==> src/rtl/twi_eeprom_pkg.sv <==
package twi_eeprom_pkg;

  // Device-type code expected in control byte bits 7:4
  localparam logic [3:0] DEV_CODE = 4'b1010;

  typedef enum logic [2:0] {
    ST_IDLE,
    ST_CTRL,
    ST_ADDR,
    ST_WDATA,
    ST_ACK,
    ST_RDATA,
    ST_MACK
  } twiState_t;

  // Per-cycle commands from the bus controller to the datapath
  typedef struct packed {
    logic rxShift;   // shift one received bit in
    logic rxBit;     // value of that bit
    logic addrLoad;  // received byte becomes the word address
    logic bufPush;   // received byte goes into the page buffer
    logic rdLoad;    // fetch byte at word address, then step address
    logic txShift;   // move to the next transmit bit
    logic bufClear;  // discard buffered write data
    logic commit;    // start the programming cycle
  } twiStrobe_t;

endpackage

==> src/rtl/twi_eeprom_ctrl.sv <==
module twi_eeprom_ctrl
  import twi_eeprom_pkg::*;
(
  input  logic       clk,
  input  logic       rstN,
  input  logic       sclIn,
  input  logic       sdaIn,
  input  logic       wpIn,
  input  logic       busy,
  input  logic       bufAny,
  input  logic       txBit,
  input  logic [3:0] devCode,
  input  logic       rwBit,
  output twiStrobe_t strb,
  output logic       sdaOutEn,
  output logic       sclSync,
  output logic       startEvt,
  output logic       stopEvt
);

  logic [1:0] sclPipe, sdaPipe;
  logic       sclPrev, sdaPrev;
  logic       sclS, sdaS, sclRise, sclFall;

  twiState_t  st, stNext, after, afterNext;
  logic [3:0] bitCnt, bitNext;
  logic       ackDrv, ackNext;
  logic       mAck, mAckNext;

  // Two-flop synchronisers plus one stage of history for edge detection
  always_ff @(posedge clk) begin
    if (!rstN) begin
      sclPipe <= 2'b11;
      sdaPipe <= 2'b11;
      sclPrev <= 1'b1;
      sdaPrev <= 1'b1;
    end else begin
      sclPipe <= {sclPipe[0], sclIn};
      sdaPipe <= {sdaPipe[0], sdaIn};
      sclPrev <= sclPipe[1];
      sdaPrev <= sdaPipe[1];
    end
  end

  assign sclS     = sclPipe[1];
  assign sdaS     = sdaPipe[1];
  assign sclRise  = sclS & ~sclPrev;
  assign sclFall  = ~sclS & sclPrev;
  assign startEvt = sclS & sclPrev & sdaPrev & ~sdaS;
  assign stopEvt  = sclS & sclPrev & ~sdaPrev & sdaS;
  assign sclSync  = sclS;

  always_comb begin
    stNext    = st;
    afterNext = after;
    bitNext   = bitCnt;
    ackNext   = ackDrv;
    mAckNext  = mAck;
    strb      = '0;
    strb.rxBit = sdaS;

    if (startEvt) begin
      stNext        = ST_CTRL;
      bitNext       = '0;
      ackNext       = 1'b0;
      strb.bufClear = 1'b1;
    end else if (stopEvt) begin
      stNext  = ST_IDLE;
      bitNext = '0;
      ackNext = 1'b0;
      if (st == ST_WDATA && bufAny && !wpIn && !busy)
        strb.commit = 1'b1;
    end else begin
      unique case (st)
        ST_CTRL, ST_ADDR, ST_WDATA: begin
          if (sclRise && bitCnt != 4'd8) begin
            strb.rxShift = 1'b1;
            bitNext      = bitCnt + 4'd1;
          end else if (sclFall && bitCnt == 4'd8) begin
            bitNext = '0;
            if (st == ST_CTRL) begin
              if (devCode == DEV_CODE && !busy) begin
                ackNext   = 1'b1;
                stNext    = ST_ACK;
                afterNext = rwBit ? ST_RDATA : ST_ADDR;
              end else begin
                stNext = ST_IDLE;
              end
            end else begin
              ackNext   = 1'b1;
              stNext    = ST_ACK;
              afterNext = ST_WDATA;
              if (st == ST_ADDR) strb.addrLoad = 1'b1;
              else               strb.bufPush  = 1'b1;
            end
          end
        end
        ST_ACK: begin
          if (sclFall) begin
            ackNext = 1'b0;
            stNext  = after;
            bitNext = '0;
            if (after == ST_RDATA) strb.rdLoad = 1'b1;
          end
        end
        ST_RDATA: begin
          if (sclFall) begin
            if (bitCnt == 4'd7) begin
              stNext  = ST_MACK;
              bitNext = '0;
            end else begin
              strb.txShift = 1'b1;
              bitNext      = bitCnt + 4'd1;
            end
          end
        end
        ST_MACK: begin
          if (sclRise) mAckNext = ~sdaS;
          if (sclFall) begin
            if (mAck) begin
              strb.rdLoad = 1'b1;
              stNext      = ST_RDATA;
            end else begin
              stNext = ST_IDLE;
            end
          end
        end
        default: ;
      endcase
    end
  end

  always_ff @(posedge clk) begin
    if (!rstN) begin
      st     <= ST_IDLE;
      after  <= ST_IDLE;
      bitCnt <= '0;
      ackDrv <= 1'b0;
      mAck   <= 1'b0;
    end else begin
      st     <= stNext;
      after  <= afterNext;
      bitCnt <= bitNext;
      ackDrv <= ackNext;
      mAck   <= mAckNext;
    end
  end

  assign sdaOutEn = ackDrv | ((st == ST_RDATA) & ~txBit);

endmodule

==> src/rtl/twi_eeprom_dp.sv <==
module twi_eeprom_dp
  import twi_eeprom_pkg::*;
#(
  parameter int MEM_DEPTH    = 256,
  parameter int PAGE_SIZE    = 8,
  parameter int WRITE_CYCLES = 500000
) (
  input  logic       clk,
  input  logic       rstN,
  input  twiStrobe_t strb,
  output logic [3:0] devCode,
  output logic       rwBit,
  output logic       txBit,
  output logic       busy,
  output logic       bufAny,
  output logic       memWe
);

  localparam int ADDR_W = $clog2(MEM_DEPTH);
  localparam int PG_W   = $clog2(PAGE_SIZE);
  localparam int BASE_W = ADDR_W - PG_W;
  localparam int CNT_W  = $clog2(WRITE_CYCLES + 1);

  logic [7:0]        rxReg, txReg;
  logic [ADDR_W-1:0] addr;
  logic [7:0]        pageBuf [PAGE_SIZE];
  logic [PAGE_SIZE-1:0] bufValid;
  logic [BASE_W-1:0] pageBase;
  logic [CNT_W-1:0]  busyCnt;
  logic [7:0]        mem [MEM_DEPTH];
  logic              clearOk;

  assign busy    = (busyCnt != '0);
  assign memWe   = (busyCnt == CNT_W'(1));
  assign bufAny  = |bufValid;
  assign clearOk = strb.bufClear & ~busy;
  assign devCode = rxReg[7:4];
  assign rwBit   = rxReg[0];
  assign txBit   = txReg[7];

  // Shift registers and word address
  always_ff @(posedge clk) begin
    if (!rstN) begin
      rxReg <= '0;
      txReg <= 8'hFF;
      addr  <= '0;
    end else begin
      if (strb.rxShift) rxReg <= {rxReg[6:0], strb.rxBit};
      if (strb.txShift) txReg <= {txReg[6:0], 1'b1};
      if (strb.addrLoad) begin
        addr <= rxReg[ADDR_W-1:0];
      end else if (strb.bufPush) begin
        addr <= {addr[ADDR_W-1:PG_W], addr[PG_W-1:0] + PG_W'(1)};
      end else if (strb.rdLoad) begin
        txReg <= mem[addr];
        addr  <= addr + ADDR_W'(1);
      end
    end
  end

  // Page buffer slots, one per in-page offset
  for (genvar g = 0; g < PAGE_SIZE; g++) begin : gSlot
    always_ff @(posedge clk) begin
      if (!rstN) begin
        pageBuf[g]  <= '0;
        bufValid[g] <= 1'b0;
      end else if (clearOk || memWe) begin
        bufValid[g] <= 1'b0;
      end else if (strb.bufPush && !busy && addr[PG_W-1:0] == PG_W'(g)) begin
        pageBuf[g]  <= rxReg;
        bufValid[g] <= 1'b1;
      end
    end
  end

  // Self-timed programming cycle
  always_ff @(posedge clk) begin
    if (!rstN) begin
      busyCnt  <= '0;
      pageBase <= '0;
    end else if (strb.commit && !busy) begin
      busyCnt  <= CNT_W'(WRITE_CYCLES);
      pageBase <= addr[ADDR_W-1:PG_W];
    end else if (busy) begin
      busyCnt <= busyCnt - CNT_W'(1);
    end
  end

  // Array: buffered bytes land at the end of the cycle
  always_ff @(posedge clk) begin
    if (!rstN) begin
      for (int i = 0; i < MEM_DEPTH; i++) mem[i] <= '0;
    end else if (memWe) begin
      for (int i = 0; i < PAGE_SIZE; i++)
        if (bufValid[i]) mem[{pageBase, PG_W'(i)}] <= pageBuf[i];
    end
  end

endmodule

==> src/rtl/twi_eeprom.sv <==
module twi_eeprom
  import twi_eeprom_pkg::*;
#(
  parameter int MEM_DEPTH    = 256,
  parameter int PAGE_SIZE    = 8,
  parameter int WRITE_CYCLES = 500000
) (
  input  logic clk,
  input  logic rstN,
  input  logic sclIn,
  input  logic sdaIn,
  input  logic wpIn,
  output logic sdaOutEn
);

  twiStrobe_t strb;
  logic [3:0] devCode;
  logic       rwBit, txBit, busy, bufAny, memWe;
  logic       sclSync, startEvt, stopEvt;

  twi_eeprom_ctrl u_ctrl (
    .clk      (clk),
    .rstN     (rstN),
    .sclIn    (sclIn),
    .sdaIn    (sdaIn),
    .wpIn     (wpIn),
    .busy     (busy),
    .bufAny   (bufAny),
    .txBit    (txBit),
    .devCode  (devCode),
    .rwBit    (rwBit),
    .strb     (strb),
    .sdaOutEn (sdaOutEn),
    .sclSync  (sclSync),
    .startEvt (startEvt),
    .stopEvt  (stopEvt)
  );

  twi_eeprom_dp #(
    .MEM_DEPTH    (MEM_DEPTH),
    .PAGE_SIZE    (PAGE_SIZE),
    .WRITE_CYCLES (WRITE_CYCLES)
  ) u_dp (
    .clk     (clk),
    .rstN    (rstN),
    .strb    (strb),
    .devCode (devCode),
    .rwBit   (rwBit),
    .txBit   (txBit),
    .busy    (busy),
    .bufAny  (bufAny),
    .memWe   (memWe)
  );

endmodule

==> config.mk <==
export PLATFORM = sky130hd
export DESIGN_NAME = twi_eeprom
export DESIGN_NICKNAME = d
export VERILOG_FILES = /design/src/rtl/twi_eeprom_pkg.sv /design/src/rtl/twi_eeprom_ctrl.sv /design/src/rtl/twi_eeprom_dp.sv /design/src/rtl/twi_eeprom.sv
export SDC_FILE = /design/constraint.sdc
export NUM_CORES = 2
export LEC_CHECK = 0
export BUFFER_PORTS_ARGS = -buffer_cell sky130_fd_sc_hd__buf_2
export CORE_AREA = 8 8 608 491
export CTS_CLUSTER_DIAMETER = 80
export DETAILED_ROUTE_END_ITERATION = 8
export DIE_AREA = 0 0 616 499
export HOLD_SLACK_MARGIN = 0.05
export PLACE_DENSITY = 0.55
export SYNTH_ARGS = -nofsm -noshare
export SYNTH_HDL_FRONTEND = slang
export SYNTH_SLANG_ARGS = --single-unit
==> constraint.sdc <==
create_clock -name clk -period 10.1 [get_ports clk]
set_input_delay 2.02 -clock clk [delete_from_list [all_inputs] [get_ports clk]]
set_output_delay 2.02 -clock clk [all_outputs]
set_load 0.02 [all_outputs]
==> impl_metrics.py <==
metrics = {
    "detailed_routing": {
        "vias": 64800,
        "avgRoutedWirePerCell_um": 35.8,
        "first_pass_iters": 8,
        "vias_per_cell": 5.97,
        "drc": 0,
        "drt-total-wl_mm": 388,
        "drtIter0Drc": 13200,
        "detail-route-antenna-nets": 3,
    },
    "job": {
        "maxCapViolations": 2,
    },
    "layout": {
        "fillerInstances": 26600,
        "regArea_um2": 64900,
        "final_common_cell": "edfxtp_1",
        "multi_input_area_um2": 33300,
        "finalNetCount": 6648,
        "syn2layout_area_growth_pct": 11.4,
        "drive_gt1_share_pct": 15.9,
        "final_cell_mix": "2112 x edfxtp_1, 2106 x and2_1, 559 x mux4_2",
    },
    "clock_network": {
        "cts_resized": 0,
        "clock_latency_ns": 0.91,
        "cts_buffers": 215,
        "cts_tree": "done",
        "clkTransAtPathRegs_ns": 0.07,
        "holdBufCountCts": 0,
        "cts.sink_count": 2186,
        "htreeDepth": 4,
        "cts_setup_buffers": 0,
        "cts_root_buf": "clkbuf_16",
        "clock_path_buffers": 4,
    },
    "yosys": {
        "ys_warn_count": 0,
        "synth_seq_area_share_pct": 64.6,
        "netlist_area_um2": 100000,
        "synth-seq-cells": 2186,
        "syn-num-nets": 6763,
        "ys.flop_type": "edfxtp_1",
        "yosysUniqueCellTypes": 76,
        "synthArstFlopShare_pct": 0,
        "synth_edf_count": 2112,
        "synthCells": 6748,
        "syn_avg_cell_area_um2": 14.9,
    },
    "power": {
        "p_int_mw": 15.1,
        "p_leak_nw": 36.7,
        "clkPwrFrac_pct": 40.7,
        "p_switching_mw": 4.59,
        "swShare_pct": 23.4,
        "p_comb_share_pct": 5.3,
        "seqPwrFrac_pct": 54.0,
        "ir_worst_vdd_uv": 132,
        "p_per_area_nw_per_um2": 176,
    },
    "setup_path": {
        "start_kind": "flop",
        "worstPathMaxFanout": 74,
        "required_ns": 10.90,
        "criticalPathCategory": "flop to flop",
        "worst_setup_path_end_kind": "flop",
        "cp.arrival_ns": 5.90,
    },
    "timing": {
        "min_period_ns": 5.10,
        "max_freq_mhz": 196,
        "whs_ns": 0.417,
        "drv_slew": 18,
        "tightest_slew_ns": 1.59,
        "setup_viol": 0,
        "fin_crit_sh_pct": 50.5,
        "finalHoldViolations": 0,
        "slew_headroom_pct": -5.92,
        "tns_ns": 0,
        "skew_ns": 0.0695,
        "grt_setup_unrepaired": "no",
    },
    "floorplan": {
        "initial_core_util_pct": 34.8,
        "rows": 177,
        "die_w_um": 616,
        "core-area_um2": 289000,
        "die_h_um": 499,
        "io_pins": 6,
        "die_area_um2": 307000,
    },
    "global_route": {
        "grt_use_total_pct": 24.5,
        "grt_overflow": 0,
        "grt_pass1_vias": 59100,
        "antenna_found_initial": 90,
        "grt_max_degree": 106,
        "grt_pass1_wl_mm": 518,
    },
    "outcome": {
        "outcome": "finished with violations",
        "violations": "antenna violations, max-capacitance violations, max-slew violations",
    },
    "placement": {
        "hpwl_mm": 234,
        "port_buffers": 5,
        "place.gp.congestion": 0.936,
    },
    "worst_hold_path": {
        "hold_class": "flop to flop",
    },
}
critical path, stage by stage, from the launching register on:
cell and delay [ns]:
dfxtp_4 0.82, buf_12 0.51, buf_4 0.81, mux4_2 0.46, mux2i_1 0.09, mux2i_1 0.38, mux2i_1 0.26, a211oi_1 1.02
a221oi_1 0.22, o221ai_1 0.27
worst paths after layout:
kind / cells past startpoint / end / slack, ns / startpoint
worst max-delay path: 9 / u_dp.txReg[0] / 5.00 / u_dp.addr[0]
worst min-delay path: 1 / u_ctrl.sdaPipe[1] / 0.42 / u_ctrl.sdaPipe[0]
worst max register to register: 9 / u_dp.txReg[0] / 5.00 / u_dp.addr[0]
worst min register to register: 1 / u_ctrl.sdaPipe[1] / 0.42 / u_ctrl.sdaPipe[0]
registers in the layout, indices dropped and copies added, names as in the netlist:
register,count
u_dp.busyCnt,19
u_ctrl.mAck,1
u_ctrl.sdaPipe,2
u_ctrl.sclPipe,2
u_dp.bufValid,8
u_ctrl.sclPrev,1
u_ctrl.bitCnt,4
u_ctrl.st,3
u_dp.rxReg,8
u_ctrl.ackDrv,1
u_dp.txReg,8
u_dp.pageBase,5
u_dp.pageBuf,64
u_dp.mem,2048
u_dp.addr,8
u_ctrl.after,3
u_ctrl.sdaPrev,1
layer usage:
layer,track usage [%],part of all wire (%),wire (um)
met5,0,0.013,50
met1,36.2,39,153000
met2,33.8,41,161000
met4,7.46,2.9,11300
met3,8.42,16,63600
cells in the mapped netlist (4+ instances only):
cell type | number | area (um2)
a2111oi_0 | 6 | 52.6
a211o_1 | 5 | 43.8
a211oi_1 | 15 | 113
a21o_1 | 9 | 67.6
a21oi_1 | 57 | 285
a221oi_1 | 8 | 70.1
a22oi_1 | 10 | 75.1
a311oi_1 | 12 | 105
a31oi_1 | 12 | 75.1
a32oi_1 | 5 | 43.8
and2_1 | 2106 | 13200
and3_1 | 36 | 225
buf_1 | 25 | 93.8
buf_2 | 48 | 240
buf_4 | 30 | 225
buf_6 | 7 | 78.8
clkbuf_1 | 406 | 1520
dfxtp_1 | 74 | 1480
edfxtp_1 | 2112 | 63400
ha_1 | 10 | 125
inv_1 | 13 | 48.8
mux2_2 | 4 | 45.0
mux2i_1 | 101 | 1010
mux4_2 | 559 | 12600
nand2_1 | 208 | 781
nand2b_1 | 20 | 125
nand3_1 | 45 | 225
nand3b_1 | 4 | 30.0
nand4_1 | 6 | 37.5
nor2_1 | 337 | 1260
nor2b_1 | 6 | 37.5
nor3_1 | 22 | 110
nor3b_1 | 6 | 45.0
nor4_1 | 9 | 56.3
o211ai_1 | 4 | 30.0
o21ai_0 | 283 | 1420
o221ai_1 | 16 | 140
o22ai_1 | 23 | 144
o31ai_1 | 4 | 30.0
or2_2 | 4 | 25.0
or3_1 | 8 | 50.1
xnor2_1 | 7 | 61.3
xor2_1 | 6 | 52.6
metrics by stage:
stage	setup WS, ns	power [mW]	instances	util (%)	instance area (um2)
floorplan	5.81	11.2	6748	-	100000
global route	4.82	20.1	10700	38.6	111000
finish	5.00	19.7	10900	38.7	112000
global placement	4.59	11.8	10300	36.2	105000
CTS	5.07	19.7	10700	38.6	111000
detailed placement	4.55	11.8	10300	36.2	105000
kinds of logic (layout without fill, tap and decap cells):
logic type / Yosys count / after routing / synth area share (%)
mux: 664 / 664 / 13.6
xor+xnor: 13 / 13 / 0.113
other cells: 0 / 204 / 0
buf+inv: 535 / 594 / 2.23
simple gates: 2838 / 2838 / 16.3
compound gates: 502 / 502 / 2.98
flops: 2186 / 2186 / 64.6
fa+ha+maj: 10 / 10 / 0.125
power by group through the flow:
stage | combinational (mW) | sequential [mW] | clock [mW]
6_report | 1.04 | 10.6 | 8.01
5_1_grt | 1.07 | 10.6 | 8.39
4_1_cts | 1.02 | 10.6 | 8.04
3_5_place_dp | 1.01 | 10.8 | 0
3_3_place_gp | 0.994 | 10.8 | 0
2_1_floorplan | 0.559 | 10.6 | 0
layout make-up:
| cell class | instances | area share (%) |
|---|---|---|
| diodes | 204 | 0.457 |
| clock inverters | 121 | 0.865 |
| well taps | 3848 | 4.31 |
| clock buffers | 270 | 5.13 |
| multi-input cells | 4027 | 29.8 |
| inverters | 18 | 0.0705 |
| flip-flops and latches | 2186 | 58.1 |
| repair buffers | 185 | 1.29 |
No activity file was read; power rests on OpenSTA's default activity.
